### src/rtl/chan_hunt_pkg.sv
package chan_hunt_pkg;

  typedef enum logic {
    HUNT_IDLE = 1'b0,
    HUNT_BUSY = 1'b1
  } hunt_st_e;

  // A slot qualifies when strobed and its handshake is driven low.
  function automatic logic slot_active(input logic vld, input logic hs);
    return vld & ~hs;
  endfunction

  // Next armed state. Order of precedence: mode drop, command, hit.
  function automatic hunt_st_e hunt_next(input hunt_st_e st,
                                         input logic mode_ok,
                                         input logic arm,
                                         input logic hit);
    hunt_st_e nx;
    nx = st;
    if (!mode_ok)  nx = HUNT_IDLE;
    else if (arm)  nx = HUNT_BUSY;
    else if (hit)  nx = HUNT_IDLE;
    return nx;
  endfunction

endpackage

### src/rtl/chan_hunt_qual.sv
module chan_hunt_qual
  import chan_hunt_pkg::*;
#(
  parameter int CHAN_W = 5
) (
  input  logic              scan_en,
  input  logic              slot_vld,
  input  logic [CHAN_W-1:0] slot_idx,
  input  logic              slot_hs,
  output logic              cand,
  output logic [CHAN_W-1:0] cand_idx
);

  always_comb begin
    cand     = scan_en & slot_active(slot_vld, slot_hs);
    cand_idx = slot_idx;
  end

endmodule

### src/rtl/chan_hunt_ctrl.sv
module chan_hunt_ctrl
  import chan_hunt_pkg::*;
(
  input  logic clk,
  input  logic rst_n,
  input  logic mode_en,
  input  logic arm_evt,
  input  logic hit_evt,
  output logic busy
);

  hunt_st_e st_q;
  hunt_st_e st_d;

  always_comb st_d = hunt_next(st_q, mode_en, arm_evt, hit_evt);

  always_ff @(posedge clk) begin
    if (!rst_n) st_q <= HUNT_IDLE;
    else        st_q <= st_d;
  end

  assign busy = (st_q == HUNT_BUSY);

endmodule

### src/rtl/chan_hunt_latch.sv
module chan_hunt_latch #(
  parameter int CHAN_W = 5
) (
  input  logic              clk,
  input  logic              rst_n,
  input  logic              hit_evt,
  input  logic [CHAN_W-1:0] hit_idx,
  input  logic              stat_rd,
  output logic [CHAN_W-1:0] addr_q,
  output logic              irq_q
);

  always_ff @(posedge clk) begin
    if (!rst_n) begin
      addr_q <= '0;
      irq_q  <= 1'b0;
    end else begin
      if (hit_evt) begin
        addr_q <= hit_idx;
        irq_q  <= 1'b1;
      end else if (stat_rd) begin
        irq_q  <= 1'b0;
      end
    end
  end

endmodule

### src/rtl/chan_hunt.sv
module chan_hunt #(
  parameter int NUM_CHAN = 32,
  parameter int CHAN_W   = $clog2(NUM_CHAN)
) (
  input  logic              clk,
  input  logic              rst_n,
  input  logic              cmd_wr,
  input  logic              cmd_search,
  input  logic              mode_en,
  input  logic              slot_vld,
  input  logic [CHAN_W-1:0] slot_idx,
  input  logic              slot_hs,
  input  logic              stat_rd,
  output logic              busy,
  output logic              irq_flag,
  output logic [CHAN_W-1:0] hit_addr
);

  // Named internal events, brought out for the checker.
  logic              arm_evt;
  logic              scan_en;
  logic              cand;
  logic [CHAN_W-1:0] cand_idx;
  logic              hit_evt;

  assign arm_evt = cmd_wr & cmd_search;
  // The cycle of a command write is never examined.
  assign scan_en = busy & mode_en & ~arm_evt;
  assign hit_evt = cand;

  chan_hunt_qual #(.CHAN_W(CHAN_W)) u_qual (
    .scan_en  (scan_en),
    .slot_vld (slot_vld),
    .slot_idx (slot_idx),
    .slot_hs  (slot_hs),
    .cand     (cand),
    .cand_idx (cand_idx)
  );

  chan_hunt_ctrl u_ctrl (
    .clk     (clk),
    .rst_n   (rst_n),
    .mode_en (mode_en),
    .arm_evt (arm_evt),
    .hit_evt (hit_evt),
    .busy    (busy)
  );

  chan_hunt_latch #(.CHAN_W(CHAN_W)) u_latch (
    .clk     (clk),
    .rst_n   (rst_n),
    .hit_evt (hit_evt),
    .hit_idx (cand_idx),
    .stat_rd (stat_rd),
    .addr_q  (hit_addr),
    .irq_q   (irq_flag)
  );

endmodule

### config.mk
export PLATFORM = sky130hd
export DESIGN_NAME = chan_hunt
export DESIGN_NICKNAME = d
export VERILOG_FILES = /design/src/rtl/chan_hunt_pkg.sv /design/src/rtl/chan_hunt_qual.sv /design/src/rtl/chan_hunt_ctrl.sv /design/src/rtl/chan_hunt_latch.sv /design/src/rtl/chan_hunt.sv
export SDC_FILE = /design/constraint.sdc
export NUM_CORES = 1
export LEC_CHECK = 0
export CAP_MARGIN = 20
export CORE_AREA = 2 2 39 41
export DETAILED_ROUTE_END_ITERATION = 8
export DIE_AREA = 0 0 41 43
export SYNTH_ARGS = -nofsm -noshare
export SYNTH_HDL_FRONTEND = slang
export SYNTH_SLANG_ARGS = --single-unit
### constraint.sdc
create_clock -name clk -period 1.58 [get_ports clk]
set_clock_uncertainty 0.1 [all_clocks]
set_input_delay 0.474 -clock clk [delete_from_list [all_inputs] [get_ports clk]]
set_output_delay 0.474 -clock clk [all_outputs]
set_load 0.05 [all_outputs]
==> reports/results.ini <==
[sta]
finalWorstSetupSlack_ps=121.1
worst_pin_slew_ps=279.6
rsz0062_at_grt=no
clock.fmax_mhz=685.4
finalSetupViolCount=0
relSlewSlack_pct=81.32
fin_crit_ps=1459
hold_viol_final=0
period_share_pct=92.34
drv_slew=0

[global_route]
grt_max_degree=13
grt_pass1_vias=265
grt-ovfl-total=0
antenna_found_initial=0
track_usage_pct=9.849
grt_pass1_wl_um=1104

[routing]
wl_met1_um=268
wl_met3_um=75
drt_wl_total_um=639
drc_errors=0
wl_met2_um=283
vias=273
wl_per_cell_um=9.261
firstDrtPassIters=1
drtAntennaViolNets=0
first_iter_violations=0
vias_per_cell=3.957
routed.top_layer=met4

[cts]
cts_tree=yes
root_buffer=clkbuf_4
cts_buffers=3
cts.path.max_buffers=2
h-tree-depth=1
clock-sinks=7
clk_pin_slew_ps=60
cts_hold_buf=0
clkLatencyLatePin_ps=250

[worst_setup_path]
crit_path_start_kind=input port
r2r_start=u_ctrl.busy
critPathSlowestCell=clkdlybuf4s50_1
crit_type=input port to flop
crit_path_end_kind=flop
r2r_cells=3
path_max_fanout=7
arrival_ps=1540
worst-r2r-setup-slack_ps=360
path_cells=clkdlybuf4s50_1 -> nand4b_4 -> a21oi_4 -> mux2i_1
worst_ep_required_time_ps=1660
cp_slowest_stage_delay_ps=400
r2r_end=u_latch.addr_q[0]

[logic_synthesis]
ys_ff_latch=7
ys_types=10
yosysWarnings=0
syn_nets=43
avgSynthCellArea_um2=10.01
syn_inst=30
syn_area_um2=300.3
yosysSeqAreaShare_pct=46.67

[outcome]
outcome=completed

[placed_design]
pre_cts_slack_ps=-216.7
io_buffers=19
routabilityCongestion=0.5215
post-dp-hpwl_um=482.4

[pwr]
power_mw=0.4056
pwr_density_cell_mw_per_mm2=647.1
p_leak_nw=0.2613
peakVddDrop_v=0.0003862

[worst_hold_path]
hp-start=u_latch.addr_q[1]
whs_path_depth=2
hp-class=flop to flop
hold_end=u_latch.addr_q[1]

[finish]
fillers=140
multi_input_area_um2=155.1
diodes=0
drive_above_1_share_pct=24.53
fin_util_pct=45.30
nets=67
area_delta_synth_final_pct=108.7
seq_area_um2=140.1

[flow_run]
maxCapViolations=0

[floorplan]
core_mm2=0.001384
start_util_pct=21.70
die-area_mm2=0.001763
dieWidth_um=41
die_h_um=43
io_pins=20
num_rows=14

## Yosys cell counts, drive strengths merged
library cell,count,area share (%)
nand2,11,14
dfxtp,7,47
mux2i,5,17
a21oi,2,7.1
buf,1,1.7
nand4b,1,7.9
nor2b,1,2.1
nor3,1,1.7
o21a,1,2.5
## final cells by class
type                       count  area share (%)
clock buffer                   4           4.192
multi-input combinational     22           24.75
sequential                     7           22.36
tap                           16           3.194
timing repair buffer          20           45.51
## cell usage in the layout (no fill, tap or decap), drive strengths merged
master         synthesis  layout
nand2                 11      11
clkdlybuf4s50          0      10
buf                    1       8
dfxtp                  7       7
mux2i                  5       5
clkbuf                 0       4
dlymetal6s2s           0       2
a21oi                  2       2
nand4b                 1       1
nor3                   1       1
nor2b                  1       1
o21a                   1       1
## routing by layer
layer	global-route usage (%)	vias up
met5	0	-
met4	6.000	0
met3	7.330	2
met2	11.25	12
met1	12.58	114
li1	-	145
## timing repair
action                                  CTS  global route
resized for setup                         0             2
endpoints found under the hold margin     0             0
buffers inserted                          0             0
endpoints found under the setup margin    0             3
## where the power goes
part | total [mW] | leakage (nW) | internal [mW] | switching (mW)
clock network | 0.163 | 0.0150 | 0.0964 | 0.0664
registers | 0.180 | 0.0565 | 0.178 | 0.00216
logic | 0.0624 | 0.190 | 0.0405 | 0.0219
total | 0.406 | 0.261 | 0.315 | 0.0904
## flip-flops by register name, summed over array words and instances, names as in the netlist
signal          flops
u_ctrl.busy         1
u_latch.addr_q      5
u_latch.irq_q       1
## per-stage QoR
step	setup TNS [ps]	area, µm²	hold slack, ps	instances
final	0	626.9	393.3	69
after global routing	0	626.9	426.4	69
after CTS	0	621.8	398.3	69
after detailed placement	-1306	595.6	389.2	65
after global placement	-1170	595.6	382.1	65
after floorplan	0	300.3	498.2	30
## how the worst max path moves through the flow
stage	startpoint	endpoint	slack [ps]	depth (start not counted)
after detailed placement	mode_en	u_latch.addr_q[0]	-220	4
after global routing	slot_hs	u_latch.addr_q[0]	20	4
after global placement	mode_en	u_latch.addr_q[2]	-190	4
after CTS	mode_en	u_latch.addr_q[0]	40	4
final	slot_hs	u_latch.addr_q[0]	120	4
after floorplan	u_ctrl.busy	u_latch.addr_q[0]	150	3
## worst max-delay path: cells and delay by family
family,cells,cell delay [ps]
buf+inv,1,400
simple gates,1,180
mux,1,230
compound gates,1,260
## cells by family (layout without fill, tap and decap cells)
group | Yosys count | count (layout) | synth area share (%)
AO/OA/AOI/OAI | 3 | 3 | 9.584
buffers and inverters | 1 | 24 | 1.665
flip-flops | 7 | 7 | 46.67
multiplexers | 5 | 5 | 16.67
AND/OR/NAND/NOR | 14 | 14 | 25.42
Note: power is estimated with default switching activity, not from simulation.
